--- src/rtl/pwm_seq_pkg.sv ---
package pwm_seq_pkg;

  localparam int WORD_W = 16;
  localparam int CMP_W  = WORD_W - 1;

  typedef logic [CMP_W-1:0] cmp_t;

  // Layout of one duty word: invert flag on top, compare below it
  typedef struct packed {
    logic invert;
    cmp_t level;
  } duty_word_t;

  typedef enum logic [1:0] {
    SQ_IDLE,
    SQ_ARMED,
    SQ_PLAY,
    SQ_TAIL
  } seq_state_e;

  // Compare value limited to the period length
  function automatic cmp_t clamp_cmp(input cmp_t raw, input cmp_t top);
    return (raw > top) ? top : raw;
  endfunction

  // Output level for a counter position
  function automatic logic drive_level(input cmp_t cnt, input cmp_t cmp, input logic inv);
    return inv ^ (cnt < cmp);
  endfunction

  // True when the next tick must return the counter to zero
  function automatic logic is_last_step(input cmp_t cnt, input cmp_t top);
    logic [CMP_W:0] nxt;
    nxt = {1'b0, cnt} + {{CMP_W{1'b0}}, 1'b1};
    return nxt >= {1'b0, top};
  endfunction

endpackage

--- src/rtl/pwm_timebase.sv ---
module pwm_timebase
  import pwm_seq_pkg::*;
(
  input  logic             clk,
  input  logic             rst_n,
  input  logic             tick_i,
  input  logic [CMP_W-1:0] top_i,
  output logic [CMP_W-1:0] cnt_o,
  output logic             wrap_o
);

  cmp_t cnt_q;
  logic at_end;

  assign at_end = is_last_step(cnt_q, top_i);
  assign wrap_o = tick_i && at_end;
  assign cnt_o  = cnt_q;

  always_ff @(posedge clk or negedge rst_n) begin
    if (!rst_n) begin
      cnt_q <= '0;
    end else if (wrap_o) begin
      cnt_q <= '0;
    end else if (tick_i) begin
      cnt_q <= cnt_q + cmp_t'(1);
    end
  end

  AST_WRAP_TO_ZERO: assert property (@(posedge clk) disable iff (!rst_n)
    wrap_o |=> (cnt_o == '0));
  AST_HOLD_NO_TICK: assert property (@(posedge clk) disable iff (!rst_n)
    !tick_i |=> $stable(cnt_o));

endmodule

--- src/rtl/pwm_seq_ctrl.sv ---
module pwm_seq_ctrl
  import pwm_seq_pkg::*;
#(
  parameter int SEQ_SETS = 2,
  parameter int REP_W    = 8,
  parameter int IDX_W    = (SEQ_SETS > 1) ? $clog2(SEQ_SETS) : 1
) (
  input  logic             clk,
  input  logic             rst_n,
  input  logic             start_i,
  input  logic             wrap_i,
  input  logic [REP_W-1:0] hold_i,
  input  logic [REP_W-1:0] tail_i,
  output logic             load_o,
  output logic [IDX_W-1:0] load_idx_o,
  output logic             done_o
);

  localparam logic [IDX_W-1:0] LAST_IDX = IDX_W'(SEQ_SETS - 1);

  seq_state_e       state_q;
  logic [IDX_W-1:0] idx_q;
  logic [REP_W-1:0] rep_q;
  logic [REP_W-1:0] tail_q;
  logic [REP_W-1:0] hold_cfg_q;
  logic [REP_W-1:0] tail_cfg_q;

  // Named events for the assertions and the datapath
  logic at_last;
  logic hold_over;
  logic first_load;
  logic step_next;
  logic finish;

  assign at_last    = (idx_q == LAST_IDX);
  assign hold_over  = (rep_q == '0);
  assign first_load = (state_q == SQ_ARMED) && wrap_i;
  assign step_next  = (state_q == SQ_PLAY) && wrap_i && hold_over && !at_last;
  assign finish     = wrap_i &&
                      (((state_q == SQ_PLAY) && hold_over && at_last && (tail_cfg_q == '0)) ||
                       ((state_q == SQ_TAIL) && (tail_q == '0)));

  assign load_o     = first_load || step_next;
  assign load_idx_o = first_load ? '0 : (idx_q + IDX_W'(1));

  always_ff @(posedge clk or negedge rst_n) begin
    if (!rst_n) begin
      state_q    <= SQ_IDLE;
      idx_q      <= '0;
      rep_q      <= '0;
      tail_q     <= '0;
      hold_cfg_q <= '0;
      tail_cfg_q <= '0;
      done_o     <= 1'b0;
    end else begin
      done_o <= finish;
      case (state_q)
        SQ_IDLE: begin
          if (start_i) begin
            state_q    <= SQ_ARMED;
            hold_cfg_q <= hold_i;
            tail_cfg_q <= tail_i;
          end
        end
        SQ_ARMED: begin
          if (wrap_i) begin
            state_q <= SQ_PLAY;
            idx_q   <= '0;
            rep_q   <= hold_cfg_q;
          end
        end
        SQ_PLAY: begin
          if (wrap_i) begin
            if (!hold_over) begin
              rep_q <= rep_q - REP_W'(1);
            end else if (!at_last) begin
              idx_q <= idx_q + IDX_W'(1);
              rep_q <= hold_cfg_q;
            end else if (tail_cfg_q != '0) begin
              state_q <= SQ_TAIL;
              tail_q  <= tail_cfg_q - REP_W'(1);
            end else begin
              state_q <= SQ_IDLE;
            end
          end
        end
        SQ_TAIL: begin
          if (wrap_i) begin
            if (tail_q != '0) begin
              tail_q <= tail_q - REP_W'(1);
            end else begin
              state_q <= SQ_IDLE;
            end
          end
        end
        default: state_q <= SQ_IDLE;
      endcase
    end
  end

  AST_LOAD_ONLY_AT_WRAP: assert property (@(posedge clk) disable iff (!rst_n)
    load_o |-> wrap_i);
  AST_QUIET_WHEN_IDLE: assert property (@(posedge clk) disable iff (!rst_n)
    (state_q == SQ_IDLE) |-> !load_o);
  AST_IDX_IN_RANGE: assert property (@(posedge clk) disable iff (!rst_n)
    (int'(idx_q) < SEQ_SETS));
  AST_DONE_SINGLE: assert property (@(posedge clk) disable iff (!rst_n)
    done_o |=> !done_o);
  AST_DONE_AFTER_WRAP: assert property (@(posedge clk) disable iff (!rst_n)
    done_o |-> $past(wrap_i));

endmodule

--- src/rtl/pwm_chan.sv ---
module pwm_chan
  import pwm_seq_pkg::*;
(
  input  logic              clk,
  input  logic              rst_n,
  input  logic              load_i,
  input  logic [WORD_W-1:0] word_i,
  input  logic [CMP_W-1:0]  cnt_i,
  input  logic [CMP_W-1:0]  top_i,
  output logic              pwm_o
);

  duty_word_t w_in;
  cmp_t       cmp_q;
  logic       inv_q;
  logic       lvl_next;

  assign w_in     = duty_word_t'(word_i);
  assign lvl_next = drive_level(cnt_i, cmp_q, inv_q);

  always_ff @(posedge clk or negedge rst_n) begin
    if (!rst_n) begin
      cmp_q <= '0;
      inv_q <= 1'b0;
      pwm_o <= 1'b0;
    end else begin
      if (load_i) begin
        cmp_q <= clamp_cmp(w_in.level, top_i);
        inv_q <= w_in.invert;
      end
      pwm_o <= lvl_next;
    end
  end

  AST_CMP_STABLE_OFF_LOAD: assert property (@(posedge clk) disable iff (!rst_n)
    !load_i |=> ($stable(cmp_q) && $stable(inv_q)));
  AST_ZERO_HOLDS_IDLE: assert property (@(posedge clk) disable iff (!rst_n)
    (cmp_q == '0) |=> (pwm_o == $past(inv_q)));
  AST_TOP_HOLDS_ACTIVE: assert property (@(posedge clk) disable iff (!rst_n)
    ((cmp_q >= top_i) && (cnt_i < top_i)) |=> (pwm_o != $past(inv_q)));
  AST_CLAMPED_LOAD: assert property (@(posedge clk) disable iff (!rst_n)
    load_i |=> (cmp_q <= $past(top_i)));

endmodule

--- src/rtl/pwm_quad_seq.sv ---
module pwm_quad_seq
  import pwm_seq_pkg::*;
#(
  parameter int NUM_CH   = 4,
  parameter int SEQ_SETS = 2,
  parameter int REP_W    = 8
) (
  input  logic                              clk,
  input  logic                              rst_n,
  input  logic                              tick,
  input  logic [CMP_W-1:0]                  top_val,
  input  logic                              start,
  input  logic [SEQ_SETS*NUM_CH*WORD_W-1:0] seq_words,
  input  logic [REP_W-1:0]                  hold_reps,
  input  logic [REP_W-1:0]                  tail_periods,
  output logic [NUM_CH-1:0]                 pwm_o,
  output logic                              done_o
);

  localparam int IDX_W = (SEQ_SETS > 1) ? $clog2(SEQ_SETS) : 1;

  logic [CMP_W-1:0]  cnt;
  logic              wrap;
  logic              load;
  logic [IDX_W-1:0]  load_idx;
  logic [WORD_W-1:0] words [SEQ_SETS][NUM_CH];

  pwm_timebase u_tb (
    .clk    (clk),
    .rst_n  (rst_n),
    .tick_i (tick),
    .top_i  (top_val),
    .cnt_o  (cnt),
    .wrap_o (wrap)
  );

  pwm_seq_ctrl #(
    .SEQ_SETS (SEQ_SETS),
    .REP_W    (REP_W),
    .IDX_W    (IDX_W)
  ) u_ctrl (
    .clk        (clk),
    .rst_n      (rst_n),
    .start_i    (start),
    .wrap_i     (wrap),
    .hold_i     (hold_reps),
    .tail_i     (tail_periods),
    .load_o     (load),
    .load_idx_o (load_idx),
    .done_o     (done_o)
  );

  for (genvar s = 0; s < SEQ_SETS; s++) begin : g_set
    for (genvar c = 0; c < NUM_CH; c++) begin : g_word
      assign words[s][c] = seq_words[(s*NUM_CH + c)*WORD_W +: WORD_W];
    end
  end

  for (genvar c = 0; c < NUM_CH; c++) begin : g_ch
    pwm_chan u_ch (
      .clk    (clk),
      .rst_n  (rst_n),
      .load_i (load),
      .word_i (words[load_idx][c]),
      .cnt_i  (cnt),
      .top_i  (top_val),
      .pwm_o  (pwm_o[c])
    );
  end

endmodule

--- config.mk ---
export PLATFORM = sky130hd
export DESIGN_NAME = pwm_quad_seq
export DESIGN_NICKNAME = d
export VERILOG_FILES = /design/src/rtl/pwm_seq_pkg.sv /design/src/rtl/pwm_timebase.sv /design/src/rtl/pwm_seq_ctrl.sv /design/src/rtl/pwm_chan.sv /design/src/rtl/pwm_quad_seq.sv
export SDC_FILE = /design/constraint.sdc
export NUM_CORES = 1
export LEC_CHECK = 0
export BUFFER_PORTS_ARGS = -buffer_cell sky130_fd_sc_hd__buf_2
export CORE_MARGIN = 3
export CORE_UTILIZATION = 40
export CTS_CLUSTER_SIZE = 24
export DETAILED_ROUTE_END_ITERATION = 8
export SYNTH_ARGS = -nofsm -noshare
export SYNTH_HDL_FRONTEND = slang
export SYNTH_SLANG_ARGS = --single-unit
--- constraint.sdc ---
create_clock -name clk -period 5.5 [get_ports clk]
set_clock_uncertainty 0.1 [all_clocks]
set_input_delay 0.275 -clock clk [delete_from_list [all_inputs] [get_ports clk]]
set_output_delay 0.275 -clock clk [all_outputs]
set_load 0.02 [all_outputs]
## After elaboration in Yosys (flattened, before gate mapping)

Index checks and enable logic that the tools add are counted.

| storage, ports and cells | value |
|---|---|
| bits in latches | 0 |
| bits of input ports | 163 |
| memories | 0 |
| bits in writable memories | 0 |
| ROM bits | 0 |
| output and inout port bits | 5 |
| register bits | 119 |

| operators by class | value |
|---|---|
| bitwise gates (word level) | 5 |
| shift operators | 0 |
| div/mod/pow operators | 0 |
| reductions and logical operators | 27 |
| multiply operators | 0 |
| magnitude comparators | 10 |
| mux-type cells | 36 |
| equality and inequality tests | 13 |
| add/sub/neg operators | 6 |

Operator list:

| cell | number |
|---|---|
| $mux W64 | 3 |
| $mux W15 | 6 |
| $mux W8 | 10 |
| $gt A15 B15 Y1 | 4 |
| $lt A15 B15 Y1 | 4 |
| $pmux W8 S2 | 2 |
| $logic_not A8 Y1 | 3 |
| $sub A8 B1 Y8 const B | 3 |
| $add A15 B1 Y16 const B | 1 |
| $ge A16 B15 Y1 | 1 |
| $mux W2 | 8 |
| $reduce_bool A8 Y1 | 2 |
| $add A15 B1 Y15 const B | 1 |
| $reduce_and A7 Y1 | 2 |
| $logic_and A1 B1 Y1 | 10 |
| $ne A2 B1 Y1 const B | 5 |
| $ne A2 B2 Y1 const B | 4 |
| $pmux W2 S4 | 1 |
| $reduce_and A4 Y1 | 2 |
| $reduce_bool A2 Y1 | 3 |
| $mux W1 | 5 |
| $eq A2 B2 Y1 const B | 2 |
| $xor A1 B1 Y1 | 4 |
| $ne A3 B3 Y1 const B | 1 |
| other kinds (9) | 10 |

## Longest topological paths before layout

| logic depth | value |
|---|---|
| depth after elaboration | 11 |
| gate-level depth with buffers | 26 |
| mapped depth without buffers | 21 |

## Hierarchy

Synthesis repeated with hierarchy kept, for this count alone.

| unflattened totals | value |
|---|---|
| cell total of the unflattened synthesis | 1,063 |
| area, all modules | 10,321.1 um2 |

Modules (own cells, without submodules):

| module | instances | area an instance (um2) | cells each | sequential area each (um2) |
|---|---|---|---|---|
| pwm_chan | 4 | 1,441.4 | 156 | 425.4 |
| pwm_seq_ctrl | 1 | 2,140.8 | 217 | 900.9 |
| pwm_timebase | 1 | 1,337.5 | 151 | 375.4 |
| pwm_quad_seq | 1 | 1,077.3 | 71 | 0.0 |

## Worst setup path after synthesis

OpenSTA, ideal clock, no wires.

| path | value |
|---|---|
| path kind | reg-to-reg |
| start point | reg u_tb.cnt_q[3] (netlist: u_tb.cnt_o[3]) |
| end point | reg g_ch[1].u_ch.cmp_q[10] |
| arrival | 5,075 ps |
| period minus slack after synthesis | 5,320 ps |
| setup slack | 180 ps |
| buffers on the path | 4 |
| stages on the path, launching flop included | 26 |
| data required time | 5,254 ps |
| path through | dfrtp_1 -> buf_2 -> and4_1 -> nand2_1 -> nor2_1 -> nand4_1 -> xnor2_1 -> ha_1 -> a21oi_1 -> o211ai_1 -> nor3_1 -> nand3_4 -> a41oi_4 -> buf_6 -> buf_6 -> mux2i_1 -> inv_1 -> ha_1 -> and3_1 -> nand4_1 -> o21ba_2 -> o211a_1 -> a31oi_1 -> nand2b_1 -> clkbuf_1 -> o221ai_1 |

| between the ends | value |
|---|---|
| longest elaborated chain between the ends | 11 |
| elaborated cells between the ends (all ways) | 15 |

Ends and longest elaborated chain:

| what | RTL line | RTL |
|---|---|---|
| start: declaration | pwm_timebase.sv:12 | `cmp_t cnt_q;` |
| start signal: assignment | pwm_timebase.sv:25 | `cnt_q <= cnt_q + cmp_t'(1);` |
| $add A15 B1 Y16 * | pwm_seq_pkg.sv:34 | `nxt = {1'b0, cnt} + {{CMP_W{1'b0}}, 1'b1};` |
| $ge A16 B15 Y1 * | pwm_seq_pkg.sv:35 | `return nxt >= {1'b0, top};` |
| $logic_and A1 B1 Y1 * | pwm_timebase.sv:16 | `assign wrap_o = tick_i && at_end;` |
| $logic_and A1 B1 Y1 | pwm_seq_ctrl.sv:37 | `assign first_load = (state_q == SQ_ARMED) && wrap_i;` |
| $mux W1 | pwm_seq_ctrl.sv:44 | `assign load_idx_o = first_load ? '0 : (idx_q + IDX_W'(1));` |
| $not A1 Y2 (implied by the code) | pwm_quad_seq.sv:64 | `.word_i (words[load_idx][c]),` |
| $mux W64 (3 in series) | -- |  |
| $gt A15 B15 Y1 | pwm_seq_pkg.sv:23 | `return (raw > top) ? top : raw;` |
| $mux W15 | pwm_seq_pkg.sv:23 |  |
| end signal: assignment | pwm_chan.sv:28 | `cmp_q <= clamp_cmp(w_in.level, top_i);` |
| end: declaration | pwm_chan.sv:14 | `cmp_t cmp_q;` |

Every way passes the cells marked *; elsewhere a longest branch is shown, timed or not. The select of a mux whose other input is x is not followed.
A chain may end at the register's enable or synchronous reset.

## Final worst setup path

| path | value |
|---|---|
| start point | reg u_tb.cnt_q[2] (netlist: u_tb.cnt_o[2]) |
| end point | reg g_ch[0].u_ch.cmp_q[7] |

| between the ends | value |
|---|---|
| longest elaborated chain between the ends | 11 |
| elaborated cells between the ends (all ways) | 15 |

Ends and longest elaborated chain:

| what | RTL line |
|---|---|
| $add A15 B1 Y16 * | pwm_seq_pkg.sv:34 |
| $ge A16 B15 Y1 * | pwm_seq_pkg.sv:35 |
| $logic_and A1 B1 Y1 * | pwm_timebase.sv:16 |
| $logic_and A1 B1 Y1 | pwm_seq_ctrl.sv:37 |
| $mux W1 | pwm_seq_ctrl.sv:44 |
| $not A1 Y2 (implied by the code) | pwm_quad_seq.sv:64 |
| $mux W64 (3 in series) | -- |
| $gt A15 B15 Y1 | pwm_seq_pkg.sv:23 |
| $mux W15 | pwm_seq_pkg.sv:23 |
| end signal: assignment | pwm_chan.sv:28 |
| end: declaration | pwm_chan.sv:14 |

Marks and branches as above.

==> summary.txt <==
Status
  • Status: complete, no violations

Layout
  • Core Util, Final: 51.6%
  • Share of layout cells above drive strength 1: 26.8%
  • Layout Cells excl Fill: around 1600
  • Nets: approximately 1600
  • Layout Area Growth over Synthesis: 25.8%
  • Diode count: 0

Logic synthesis
  • EDFF count, synth: 0
  • Syn Nets: 1345
  • Yosys warning count: 0
  • Simple-gate share of the synthesized area: 14.9%
  • Largest cells by area after synthesis: dfrtp_1 (31%), ha_1 (17%), mux2i_1 (4.5%), inv_1 (4.1%), mux2_4 (3.2%)
  • Synth Cell Area: slightly below 10000 um2
  • Synth Area in Compound Gates: a little under a fifth
  • Main combinational cell family by area after synthesis: compound AO/OA/AOI/OAI gates
  • Gate Count Post-Synth: 1047
  • Top cell type by total area after synthesis: dfrtp_1
  • Mean Syn Cell Area: 9.28 um2
  • Count leader, synth: ha_1
  • Synth Area in XOR/XNOR: under 10%
  • Distinct cells, synth: 63
  • Yosys reg bits: 119
  • Fraction of registers with async set/reset: between 90% and 100%
  • Register area share after synthesis: 30.6%
  • Top cell type's share of synthesized area: a little under a third
  • Top cells by count, synth: ha_1 (135), dfrtp_1 (119), inv_1 (106)
  • Mux cell area share after synthesis: 10.4%
  • Adder-Cell Fraction of Synth Area: 17.4%
  • Top FF cell, synth: dfrtp_1

Critical path
  • FF-to-FF Start: u_tb.cnt_o[2]
  • Crit path from: u_tb.cnt_o[2]
  • Worst Path Required: 5.70 ns
  • Crit path launch type: register
  • Setup Crit Path Kind: register to register
  • Logic depth of the worst register-to-register path: 23
  • Crit. End Element: register
  • Crit path DAT: 5.45 ns
  • Terminus of the critical flop-to-flop path: g_ch[0].u_ch.cmp_q[7]
  • Max FO, Critical Path: 8
  • Register-to-register setup slack: 0.25 ns

Die
  • Site Rows: 56
  • Starting Density: 41.0%
  • Die area: 26200 um2
  • I/O Pins: 168
  • Chip width: 162 um
  • Core area: 23700 um2
  • Die Y: 162 um

Routing
  • Vias post-DR: 8914
  • DRT Pass-1 Iters: 5
  • DRT Wirelength: 29500 um
  • Via-per-instance ratio: ~5.6
  • # DRC: 0
  • Drt wl/cell: 18.4 um
  • Post-detailed-route count of antenna-violating nets: 0
  • Number of DRC markers in iteration 0: 657

Worst hold path
  • Min-Delay Path Depth: 2
  • Critical hold path startpoint: top_val[2]
  • Worst-case hold path end point: g_ch[3].u_ch.cmp_q[2]
  • HP Class: primary input to register

CTS
  • CTS Buffer Depth: 2
  • Worst-path clk slew: 0.06 ns
  • CTS tree: yes
  • Num Clock Sinks: between 100 and 150
  • CTS Buf Count: 17
  • H-tree depth: 4
  • Clk_lat worst skew: 0.42 ns
  • Root Driver: clkbuf_16

Timing
  • Period Utilization, post-route: 95.4%
  • Max Freq: 191 MHz
  • Max-slew headroom: 31.4%
  • Slew @ Worst Pin: around 1.0 ns
  • Final min period: 5.25 ns
  • Final setup vio count: 0
  • Slew Limit Fails: 0
  • Hold Vio Cnt, Final: 0

Global route
  • Initial antenna violation count: 0
  • Vias in the first global route: 8596
  • Total gr overflow: 0
  • GRT Util Overall: approximately 22%
  • Largest net degree at the start of global routing: 78
  • Global-route wire length before repair: between 40000 and 50000 um

Placement
  • Gpl congestion: 0.956
  • Placed cells: 1541
  • Detailed Place HPWL: 22300 um
  • IO Port Bufs: 167

Pwr
  • Power Density: approximately 270 nW/um2
  • Max VDD drop: 165 uV
  • Leakage: 5.97 nW
  • PnR Total Power: 3.28 mW

Job
  • Maxcap violations: 0
sequential cells by signal (all words and copies together) (netlist names):
| name | count |
|---|---|
| u_ctrl.tail_cfg_q | 8 |
| g_ch.u_ch.inv_q | 4 |
| u_ctrl.tail_q | 8 |
| u_ctrl.state_q | 2 |
| g_ch.u_ch.pwm_o | 4 |
| g_ch.u_ch.cmp_q | 60 |
| u_ctrl.hold_cfg_q | 8 |
| u_ctrl.done_o | 1 |
| u_tb.cnt_o | 15 |
| u_ctrl.rep_q | 8 |
| u_ctrl.at_last | 1 |
routing by layer:
metal	track usage [%]	vias to the layer above	routed length [um]
met1	32.2	4290	14100
met2	34.3	274	13200
met3	3.44	40	1680
li1	-	4310	-
met4	5.93	0	558
met5	0	-	0
cells in the final DEF, fill, tap and decap left out, drive strengths merged, types with 17 or more instances in the layout:
cell type / Yosys / layout
buf: 16 / 234
ha: 135 / 135
dfrtp: 119 / 119
inv: 106 / 106
nand2: 80 / 80
nor2: 58 / 58
a21oi: 54 / 54
o21ai: 46 / 46
mux2i: 44 / 44
mux2: 44 / 44
and3: 34 / 34
o221ai: 31 / 31
a221o: 28 / 28
nand3: 26 / 26
nand4: 25 / 25
clkbuf: 31 / 23
a21o: 21 / 21
dlygate4sd3: 0 / 17
nor3: 17 / 17
kinds of logic after synthesis:
logic type      Yosys count
xor+xnor                 17
compound gates          251
simple gates            284
buf+inv                 153
flops                   119
mux                      88
fa+ha+maj               135
through the flow:
step	hold slack (ns)	worst slack (ns)	TNS (ns)	cell area (um2)
floorplan	-0.121	0.180	0	9720
global placement	0.356	-0.119	-1.63	11200
detailed placement	0.367	-0.236	-3.10	11200
CTS	0.00654	0.0139	0	11900
global route	0.0283	-0.00869	-0.0115	12200
finish	0.0185	0.253	0	12200
cell type report:
class | count | area [um2]
Clock buffer | 23 | 488
Sequential cell | 119 | 2980
Inverter | 106 | 398
Clock inverter | 8 | 120
Tap cell | 319 | 399
Fill cell | 2258 | 11500
Timing Repair Buffer | 251 | 1570
Multi-Input combinational cell | 775 | 6270
timing repair:
action,in CTS,in global routing
hold buffers,17,0
endpoints found under the hold margin,57,0
endpoints found under the setup margin,14,59
setup buffers,0,11
resized for setup,2,41
pin swaps,0,11
cloned,0,1
where the power goes:
part	total (mW)	switching (mW)	internal, mW
sequential	1.06	0.0816	0.975
clock	1.16	0.403	0.756
combinational	1.06	0.587	0.474
critical path: stages, from the launching register on:
cell and delay, ns:
dfrtp_1 0.39, nand4_1 0.21, nor2_2 0.23, nand4_1 0.14, xnor2_1 0.16, ha_1 0.30
nand2_1 0.11, nor3_4 0.20, or4b_4 0.50, nand3_4 0.11, a41oi_4 0.15, buf_12 0.21
buf_4 0.15, mux2_4 0.30, ha_1 0.30, o21a_1 0.11, o31ai_1 0.06, a21oi_1 0.10
o31ai_1 0.28, buf_4 0.20, a31oi_4 0.14, buf_4 0.22, and3_1 0.19, a221o_1 0.25
worst max-delay path by stage:
stage	end	cells after the start	slack, ns
after floorplan	g_ch[1].u_ch.cmp_q[10]	25	0.18
after global placement	g_ch[3].u_ch.cmp_q[3]	21	-0.12
after detailed placement	g_ch[3].u_ch.cmp_q[11]	21	-0.24
after CTS	g_ch[0].u_ch.cmp_q[5]	23	0.01
after global routing	g_ch[2].u_ch.cmp_q[7]	25	-0.009
final	g_ch[0].u_ch.cmp_q[7]	23	0.25
Note: power is estimated with default switching activity, not from simulation.
